[config.mk]
export PLATFORM = sky130hd
export DESIGN_NAME = gpio_cmd_unit
export DESIGN_NICKNAME = d
export VERILOG_FILES = /design/src/rtl/gpio_cmd_pkg.sv /design/src/rtl/gpio_in_sync.sv /design/src/rtl/gpio_cmd_decode.sv /design/src/rtl/gpio_read_mux.sv /design/src/rtl/gpio_cmd_unit.sv
export SDC_FILE = /design/constraint.sdc
export NUM_CORES = 1
export LEC_CHECK = 0
export BUFFER_PORTS_ARGS = -buffer_cell sky130_fd_sc_hd__buf_2
export CORE_ASPECT_RATIO = 0.8
export CORE_MARGIN = 5
export CORE_UTILIZATION = 28
export DETAILED_ROUTE_END_ITERATION = 8
export PLACE_DENSITY = 0.47
export SYNTH_ARGS = -nofsm -noshare
export SYNTH_HDL_FRONTEND = slang
export SYNTH_HIERARCHICAL = 1
export SYNTH_SLANG_ARGS = --single-unit
[constraint.sdc]
create_clock -name clk -period 1.55 [get_ports clk]
set_input_delay 0.465 -clock clk [delete_from_list [all_inputs] [get_ports clk]]
set_output_delay 0.465 -clock clk [all_outputs]
set_load 0.005 [all_outputs]
[src/rtl/gpio_cmd_pkg.sv]
package gpio_cmd_pkg;

    localparam int HALF_W = 32;
    localparam int PIN_W  = 2 * HALF_W;
    localparam int IDX_W  = $clog2(PIN_W);

    typedef enum logic [1:0] {
        K_WRITE  = 2'd0,
        K_TOGGLE = 2'd1,
        K_SET    = 2'd2,
        K_CLEAR  = 2'd3
    } mod_kind_e;

    typedef struct packed {
        logic             hit_out;
        logic             hit_oe;
        mod_kind_e        kind;
        logic [PIN_W-1:0] field;
        logic [PIN_W-1:0] data;
    } upd_t;

    typedef struct packed {
        logic [PIN_W-1:0]  out_v;
        logic [PIN_W-1:0]  oe_v;
        logic [HALF_W-1:0] rd_lo;
        logic [HALF_W-1:0] rd_hi;
    } unit_state_t;

    function automatic logic [PIN_W-1:0] apply_mod(
        input logic [PIN_W-1:0] cur,
        input mod_kind_e        kind,
        input logic [PIN_W-1:0] field,
        input logic [PIN_W-1:0] data
    );
        logic [PIN_W-1:0] eff;
        eff = data & field;
        case (kind)
            K_WRITE:  apply_mod = (cur & ~field) | eff;
            K_TOGGLE: apply_mod = cur ^ eff;
            K_SET:    apply_mod = cur | eff;
            default:  apply_mod = cur & ~eff;
        endcase
    endfunction

endpackage

[src/rtl/gpio_in_sync.sv]
module gpio_in_sync #(
    parameter int STAGES = 2,
    parameter int W      = 64
) (
    input  logic         clk,
    input  logic         rst_n,
    input  logic [W-1:0] async_in,
    output logic [W-1:0] sync_out
);
    logic [W-1:0] stage_q [STAGES];

    generate
        for (genvar s = 0; s < STAGES; s++) begin : g_stage
            always_ff @(posedge clk or negedge rst_n) begin
                if (!rst_n) begin
                    stage_q[s] <= '0;
                end else if (s == 0) begin
                    stage_q[s] <= async_in;
                end else begin
                    stage_q[s] <= stage_q[(s == 0) ? 0 : s-1];
                end
            end
        end
    endgenerate

    assign sync_out = stage_q[STAGES-1];
endmodule

[src/rtl/gpio_cmd_decode.sv]
module gpio_cmd_decode
    import gpio_cmd_pkg::*;
(
    input  logic              valid,
    input  logic              is_rd,
    input  logic              is_dbl,
    input  logic [3:0]        op,
    input  logic [3:0]        sel,
    input  logic [HALF_W-1:0] opa,
    input  logic [HALF_W-1:0] opb,
    output upd_t              upd
);
    localparam logic [PIN_W-1:0] LO_FIELD = {{HALF_W{1'b0}}, {HALF_W{1'b1}}};
    localparam logic [PIN_W-1:0] HI_FIELD = {{HALF_W{1'b1}}, {HALF_W{1'b0}}};
    localparam logic [PIN_W-1:0] ONE      = {{(PIN_W-1){1'b0}}, 1'b1};

    logic             base_ok;
    logic             b_nz;
    logic             en;
    logic             to_oe;
    logic [PIN_W-1:0] bit_field;

    always_comb begin
        base_ok   = (sel == 4'd0) || (sel == 4'd4);
        b_nz      = (opb != '0);
        bit_field = ONE << opa[IDX_W-1:0];
        en        = 1'b0;
        to_oe     = sel[2];
        upd       = '0;
        upd.kind  = mod_kind_e'(op[1:0]);

        if (valid && !is_rd) begin
            if (op <= 4'd3) begin
                if (!is_dbl) begin
                    en        = (sel[3] == 1'b0) && (sel[1] == 1'b0);
                    upd.field = sel[0] ? HI_FIELD : LO_FIELD;
                    upd.data  = {opa, opa};
                end else begin
                    en        = base_ok;
                    upd.field = '1;
                    upd.data  = {opb, opa};
                end
            end else if (op == 4'd4) begin
                en        = is_dbl && base_ok;
                upd.kind  = K_WRITE;
                upd.field = bit_field;
                upd.data  = b_nz ? '1 : '0;
            end else if (op <= 4'd7) begin
                en        = base_ok && (!is_dbl || b_nz);
                upd.field = bit_field;
                upd.data  = '1;
            end else if (op <= 4'd11) begin
                en        = is_dbl && base_ok && (opb < 32'd2);
                upd.field = opb[0] ? HI_FIELD : LO_FIELD;
                upd.data  = {opa, opa};
            end
        end

        upd.hit_out = en && !to_oe;
        upd.hit_oe  = en && to_oe;
    end
endmodule

[src/rtl/gpio_read_mux.sv]
module gpio_read_mux
    import gpio_cmd_pkg::*;
(
    input  logic              is_dbl,
    input  logic [3:0]        sel,
    input  logic [PIN_W-1:0]  out_v,
    input  logic [PIN_W-1:0]  oe_v,
    input  logic [PIN_W-1:0]  in_v,
    output logic [HALF_W-1:0] res_lo,
    output logic [HALF_W-1:0] res_hi
);
    logic [PIN_W-1:0] src;
    logic             src_ok;

    always_comb begin
        src_ok = 1'b1;
        case (sel[3:1])
            3'b000:  src = out_v;
            3'b010:  src = oe_v;
            3'b100:  src = in_v;
            default: begin
                src    = '0;
                src_ok = 1'b0;
            end
        endcase

        res_lo = '0;
        res_hi = '0;
        if (is_dbl) begin
            if (src_ok && !sel[0]) begin
                res_lo = src[HALF_W-1:0];
                res_hi = src[PIN_W-1:HALF_W];
            end
        end else if (src_ok) begin
            res_lo = sel[0] ? src[PIN_W-1:HALF_W] : src[HALF_W-1:0];
        end
    end
endmodule

[src/rtl/gpio_cmd_unit.sv]
module gpio_cmd_unit
    import gpio_cmd_pkg::*;
#(
    parameter int SYNC_STAGES = 2
) (
    input  logic              clk,
    input  logic              rst_n,
    input  logic              cmd_valid,
    input  logic              cmd_rd,
    input  logic              cmd_dbl,
    input  logic [3:0]        cmd_op,
    input  logic [3:0]        cmd_sel,
    input  logic [HALF_W-1:0] cmd_a,
    input  logic [HALF_W-1:0] cmd_b,
    input  logic [PIN_W-1:0]  pins_in,
    output logic [PIN_W-1:0]  pad_out,
    output logic [PIN_W-1:0]  pad_oe,
    output logic [HALF_W-1:0] rd_lo,
    output logic [HALF_W-1:0] rd_hi
);
    unit_state_t       st_d, st_q;
    upd_t              upd;
    logic [PIN_W-1:0]  pins_sync;
    logic [HALF_W-1:0] mux_lo, mux_hi;

    gpio_in_sync #(.STAGES(SYNC_STAGES), .W(PIN_W)) i_sync (
        .clk      (clk),
        .rst_n    (rst_n),
        .async_in (pins_in),
        .sync_out (pins_sync)
    );

    gpio_cmd_decode i_dec (
        .valid  (cmd_valid),
        .is_rd  (cmd_rd),
        .is_dbl (cmd_dbl),
        .op     (cmd_op),
        .sel    (cmd_sel),
        .opa    (cmd_a),
        .opb    (cmd_b),
        .upd    (upd)
    );

    gpio_read_mux i_rmux (
        .is_dbl (cmd_dbl),
        .sel    (cmd_sel),
        .out_v  (st_q.out_v),
        .oe_v   (st_q.oe_v),
        .in_v   (pins_sync),
        .res_lo (mux_lo),
        .res_hi (mux_hi)
    );

    always_comb begin
        st_d = st_q;
        if (upd.hit_out) st_d.out_v = apply_mod(st_q.out_v, upd.kind, upd.field, upd.data);
        if (upd.hit_oe)  st_d.oe_v  = apply_mod(st_q.oe_v,  upd.kind, upd.field, upd.data);
        if (cmd_valid && cmd_rd) begin
            st_d.rd_lo = mux_lo;
            st_d.rd_hi = mux_hi;
        end
    end

    always_ff @(posedge clk or negedge rst_n) begin
        if (!rst_n) st_q <= '0;
        else        st_q <= st_d;
    end

    assign pad_out = st_q.out_v;
    assign pad_oe  = st_q.oe_v;
    assign rd_lo   = st_q.rd_lo;
    assign rd_hi   = st_q.rd_hi;

    a_r10_idle_holds: assert property (@(posedge clk) disable iff (!rst_n)
        !cmd_valid |=> ($stable(pad_out) && $stable(pad_oe) && $stable(rd_lo) && $stable(rd_hi)));

    a_r11_read_keeps_pads: assert property (@(posedge clk) disable iff (!rst_n)
        (cmd_valid && cmd_rd) |=> ($stable(pad_out) && $stable(pad_oe)));

    a_r11_rd_holds_on_write: assert property (@(posedge clk) disable iff (!rst_n)
        (cmd_valid && !cmd_rd) |=> ($stable(rd_lo) && $stable(rd_hi)));

    a_r5_one_bit_only: assert property (@(posedge clk) disable iff (!rst_n)
        (cmd_valid && !cmd_rd && cmd_op >= 4'd4 && cmd_op <= 4'd7)
        |=> ($countones({pad_out ^ $past(pad_out), pad_oe ^ $past(pad_oe)}) <= 1));

    a_r8_bad_half_ignored: assert property (@(posedge clk) disable iff (!rst_n)
        (cmd_valid && !cmd_rd && cmd_dbl && cmd_op >= 4'd8 && cmd_op <= 4'd11 && cmd_b >= 32'd2)
        |=> ($stable(pad_out) && $stable(pad_oe)));

    a_r10_high_op_ignored: assert property (@(posedge clk) disable iff (!rst_n)
        (cmd_valid && !cmd_rd && cmd_op >= 4'd12) |=> ($stable(pad_out) && $stable(pad_oe)));
endmodule

==> reports/qor.txt, run 1 <==
Status: finished, violations left
Nets: 3,377
Num ports: 333
Grt total ovfl: 0
CP Cell Sequence: buf_2, nor4_4, nand4_1, or2_4, o21ai_4, buf_6, buf_12, clkbuf_16, buf_6, nor2_4, nand2_4, buf_4, a21boi_0, o221ai_1
Final total power: 23.3 mW
Area growth syn-to-layout: 74.3%
Worst clock skew: 0.0418 ns
Fin crit share: 1.63
Global-route wire length before repair: 135,000 um
Vias: 21,201
Leading area contributor after synthesis: dfrtp_1
CP arrival: 2.98 ns
Final setup viols: 337
Cell variety after synth: 44
Worst slack, placed: -1.62 ns
Placer Congestion: 0.930
Root buffer selected by CTS: clkbuf_16
Crit path kind: primary input to flop
Synth top area share: 0.392
Rows: 88
Vias in the first global route: 19,863
CTS buffer count: 40
Sequential share of the synthesized area: 0.392
Most frequent cell after synthesis: a21oi_1
HP Class: primary input to flop
RR Startpoint: pad_out[6]
Sw Ratio: 0.278
Reg area: 8040 um^2
Min cycle time layout: 2.52 ns
Synth top cells by count: a21oi_1 (325), dfrtp_1 (320), nand2b_1 (261)
Syn_area_per_cell: 9.25 um^2
Largest net degree at the start of global routing: 186
MaxCap Viol Count: 0
Vias per cell: 5.18
Share of layout cells above drive strength 1: 0.530
Drt drc: 0
GRT Resource Usage Total: 0.227
CP max stage delay: 0.38 ns
WL/cell: 24.7 um
Main synth FF type: dfrtp_1
Mapped Cells: 2,209
Worst-case clock buffer depth: 3
Worst Hold Launch: pins_in[44]
Pwr Density: 653 nW/um^2
Placed insts: 3,638
DRT Pass-1 Iters: 6
Detailed Route WL: 101,000 um
Initial Util: 0.283
Max Clk Rate: 0.396 GHz
Largest cells by area after synthesis: dfrtp_1 (39%), nand2b_1 (8.0%), a21oi_1 (8.0%)
HPWL after DPL: 64,300 um
Die width: 312 um
Internal Pwr Total: 16.8 mW
Failing checks: setup timing
Worst-Margin Slew: 0.937 ns
CP endpoint kind: flop
Max Slew Vio Count: 0
Async S/R FF share, synth: 1.00
CTS sink cnt: 320
Setup TNS: -124.95 ns
Cell family with most CP delay: simple AND/OR/NAND/NOR gates
Fin. Hold Viols: 0
CTS tree: done
Slew headroom: 0.376
IO buf count: 332
FILL cells: 6,520
Core Box Area: 72,200 um^2
Number of synthesized flops with an enable pin: 0
Seq cells post-synth: 320
RSZ-0062 raised after global routing: true
Htree depth: 2
Maximum VDD drop: 706 uV
Slowest cell on crit path: nor4_4
Buf/Inv on CP: 6
Clock Latency Late Sink: 0.62 ns
Multi-input gate area in the final layout: 14,300 um^2
Post-Syn Area: 20,400 um^2
Max FO, Critical Path: 7
CP startpoint kind: primary input
Gate power share: 0.157
Die height: 252 um
Initial antenna violation count: 11
Worst Path Required: 2.00 ns
Sequential Power Share: 0.376
Worst path most repeated cell: buf_6
LEAKAGE: 15.7 nW
Switching pwr: 6.47 mW
Synth Net Count: 2,478
Initial detailed-routing violation count: 1,748
Final worst slack: -0.973 ns
Antenna Violating Nets Remaining: 0
Critical path origin: cmd_b[22]
Yosys warning count: 6
Die area: 78,500 um^2
Fin cells: 4,089
Clock Pin Slew Worst Setup and Hold Paths: 0.07 ns
Clock share of power: 0.467
logic make-up (layout without fill, tap and decap cells):
kind of cell	Yosys count	after routing	share of synthesized area
and+or+nand+nor	735	736	0.177
AOI/OAI and AO/OA	685	685	0.228
DFF	320	320	0.392
buffers and inverters	244	1173	0.0690
adders and majority gates	128	128	0.0783
muxes	97	97	0.0556
other	0	5	0
cells in the final DEF (no fill, tap or decap), types with 32 or more instances in the layout:
cell and count:
buf_4 464, ha_4 87, clkbuf_16 55, a21boi_0 111, dfrtp_1 292, a21oi_1 269
o221ai_1 65, mux2_2 55, ha_1 41, nand2_1 101, o221ai_2 62, dlygate4sd3_1 64
buf_12 63, nor2_4 40, nand2b_1 245, nand2_2 32, nor2_1 172, a211oi_2 33
mux2_4 40, buf_2 196, a21oi_2 43, buf_6 258
area by class of cell:
| type | count | area share |
|---|---|---|
| Tap cell | 945 | 0.0332 |
| Clock buffer | 47 | 0.0302 |
| Sequential cell | 320 | 0.226 |
| Clock inverter | 26 | 0.0122 |
| Inverter | 3 | 0.000316 |
| Antenna cell | 5 | 0.000351 |
| Multi-Input combinational cell | 1646 | 0.402 |
| Timing Repair Buffer | 1097 | 0.296 |
worst register-to-register path, stage by stage (launching register included):
cell and delay, ns:
dfrtp_1 0.39, buf_4 0.14, and2b_1 0.15, a211oi_2 0.23, a211oi_1 0.08, a221o_1 0.28
mux2_2 0.25
worst paths after layout:
kind / endpoint / slack, ns / cells after the start
worst min-delay path: i_sync/stage_q[108] / 0.02 / 1
min in group asynchronous: i_sync/stage_q[113] / 0.30 / 2
worst max-delay path: pad_oe[36] / -0.97 / 14
max in group asynchronous: pad_out[46] / 0.53 / 3
worst min register to register: i_sync/sync_out[29] / 0.34 / 0
worst max register to register: rd_lo[6] / -0.09 / 6
power groups by stage:
stage	sequential [mW]	clock, mW	combinational, mW
after global routing	8.77	11.5	3.86
after CTS	8.75	11.1	3.12
after floorplan	8.86	0	1.33
after global placement	8.89	0	2.67
after detailed placement	8.90	0	2.68
final	8.75	10.9	3.65
repair_timing:
| item | in CTS | in global routing |
|---|---|---|
| endpoints found under the hold margin | 217 | 0 |
| setup buffers | 41 | 247 |
| setup endpoints to repair | 344 | 366 |
| gates cloned | 24 | 17 |
| gates resized for setup | 232 | 690 |
| pin swaps | 105 | 214 |
| hold buffers | 64 | 0 |
layer usage:
layer  vias to the layer above  part of all wire  global-route usage
met4                         0             0.035              0.0692
li1                       9656                 -                   -
met1                     10596              0.45               0.321
met5                         -                 0                   0
met2                       768              0.44               0.345
met3                       181             0.072              0.0566
state kept, by name (all words and copies together) (netlist names):
| register | count |
|---|---|
| rd_lo | 32 |
| pad_out | 64 |
| rd_hi | 32 |
| i_sync/stage_q | 64 |
| i_sync/sync_out | 64 |
| pad_oe | 64 |
stage by stage:
stage                     utilization  hold WS, ns  cell area [um^2]
after floorplan                     -        0.169             20800
after global placement          0.354        0.307             25600
after detailed placement        0.354        0.300             25600
after CTS                       0.416      0.00302             30000
after global routing            0.493      0.00657             35600
final                           0.493       0.0222             35600
No activity file was read; power rests on OpenSTA's default activity.
==> run 2: changes to the inputs <==
CAP_MARGIN = 20   (was default)
CORE_UTILIZATION = 48   (was 28)
PLACE_DENSITY = 0.72   (was 0.47)
==> reports/qor.txt, run 2 (synthesis results as in run 1) <==
CTS tree: done
Initial Util: 0.487
Die height: 195 um
CP endpoint kind: flop
Rows: 67
Maximum VDD drop: 699 uV
CP max stage delay: 0.47 ns
Final worst slack: -1.12 ns
Max FO, Critical Path: 13
Htree depth: 2
Num ports: 333
Worst-Margin Slew: 0.909 ns
Pwr Density: 668 nW/um^2
Initial antenna violation count: 5
Fin crit share: 1.72
Detailed Route WL: 92,400 um
CP arrival: 3.07 ns
CTS buffer count: 37
Antenna Violating Nets Remaining: 0
Vias per cell: 6.27
Min cycle time layout: 2.67 ns
Crit path kind: primary input to flop
Largest net degree at the start of global routing: 181
Initial detailed-routing violation count: 2,908
Core Box Area: 42,000 um^2
Area growth syn-to-layout: 55.0%
Failing checks: setup timing
Fin. Hold Viols: 0
Setup TNS: -130.91 ns
Hold WS: 0.0144 ns
WL/cell: 26.0 um
CTS sink cnt: 320
Root buffer selected by CTS: clkbuf_16
Commonest non-fill, non-tap cell in the layout: buf_4
Placed cell areas: 25,000 um^2
CP Cell Sequence: buf_2, nor4_1, nand4_1, or2_4, o21ai_4, buf_12, buf_16, nor2_1, nand2_2, buf_4, a21boi_0, o221ai_2
Die area: 46,800 um^2
HPWL after DPL: 55,700 um
Status: finished, violations left
Final setup viols: 284
MaxCap Viol Count: 0
Post-layout util: 0.754
Grt total ovfl: 0
Slew headroom: 0.394
Share of layout cells above drive strength 1: 0.484
Max Clk Rate: 0.375 GHz
LEAKAGE: 14.3 nW
FILL cells: 2,556
DRT Pass-1 Iters: 6
GRT Resource Usage Total: 0.319
IO buf count: 332
Worst Path Required: 1.95 ns
Worst clock skew: 0.0191 ns
Clock Pin Slew Worst Setup and Hold Paths: 0.06 ns
Vias in the first global route: 20,103
Vias: 22,294
Worst-case clock buffer depth: 3
Nets: 3,234
CP startpoint kind: primary input
Clock Latency Late Sink: 0.56 ns
HP Class: primary input to flop
Drt drc: 0
Global-route wire length before repair: 117,000 um
Final Cell Area: 31,700 um^2
Max Slew Vio Count: 0
Placer Congestion: 1.00
Most frequent cells in the layout: buf_4 (437), a21oi_1 (302), dfrtp_1 (282), nand2b_1 (225), buf_2 (215)
RSZ-0062 raised after global routing: true
Slowest cell on crit path: nor4_1
Die width: 241 um
## run 2: cell types whose count changed in the layout (fill, tap and decap cells not counted), moves of 36 or more
cell           change
ha_1              +77
nor2_1            +42
nor2_4            -36
ha_4              -77
dlygate4sd3_1     -63
buf_6             -53
## run 2: metal layers
layer / global-route usage / vias to the layer above / share of wire
met5: 0 / - / 0.000097
li1: - / 9390 / -
met4: 0.147 / 2 / 0.078
met3: 0.0718 / 476 / 0.11
met2: 0.517 / 1556 / 0.45
met1: 0.407 / 10870 / 0.35
## run 2: power breakdown
group / switching, mW / internal, mW
sequential: 0.138 / 8.62
clock: 3.90 / 5.25
combinational: 1.86 / 1.41
## run 2: through the flow
| step | setup slack [ns] | instances | power [mW] |
|---|---|---|---|
| 4_1_cts | -0.815 | 3309 | 20.6 |
| 3_3_place_gp | -1.63 | 3218 | 11.5 |
| 5_1_grt | -0.989 | 3550 | 21.7 |
| 6_report | -1.12 | 3553 | 21.2 |
| 2_1_floorplan | -0.759 | 2209 | 10.2 |
| 3_5_place_dp | -1.67 | 3218 | 11.5 |
## run 2: path summary, 6_finish.rpt
check                                   start            endpoint  slack [ns]  cells after the start
max reg2reg                        pad_oe[25]           rd_lo[25]       -0.26                      6
min in group asynchronous               rst_n         pad_out[22]        0.36                      2
min                                pins_in[1]  i_sync/stage_q[65]        0.01                      1
min reg2reg                i_sync/stage_q[68]  i_sync/sync_out[4]        0.34                      0
max                                  cmd_b[1]         pad_out[55]       -1.12                     12
max in group asynchronous               rst_n         pad_out[40]        0.48                      3
## run 2: repair_timing
item	CTS	global route
setup buffers	14	213
resized for setup	88	541
endpoints found under the setup margin	328	318
pin swaps	33	81
endpoints found under the hold margin	10	0
gates cloned	8	25
hold buffers	1	0
## run 2: worst max-delay path: cells and delay by family
kind	cells	cell delay, ns
AO/OA/AOI/OAI	3	0.75
buffers and inverters	4	0.58
AND/OR/NAND/NOR	5	1.25
## run 2: area by class of cell
cell class,instances,area [um^2],area share
multi-input combinational,1647,12900,0.408
timing repair buffer,956,8760,0.276
sequential,320,8060,0.254
clock buffer,53,1050,0.0330
tap,552,691,0.0218
clock inverter,15,186,0.00588
antenna,7,17.5,0.000553
inverter,3,16.3,0.000513
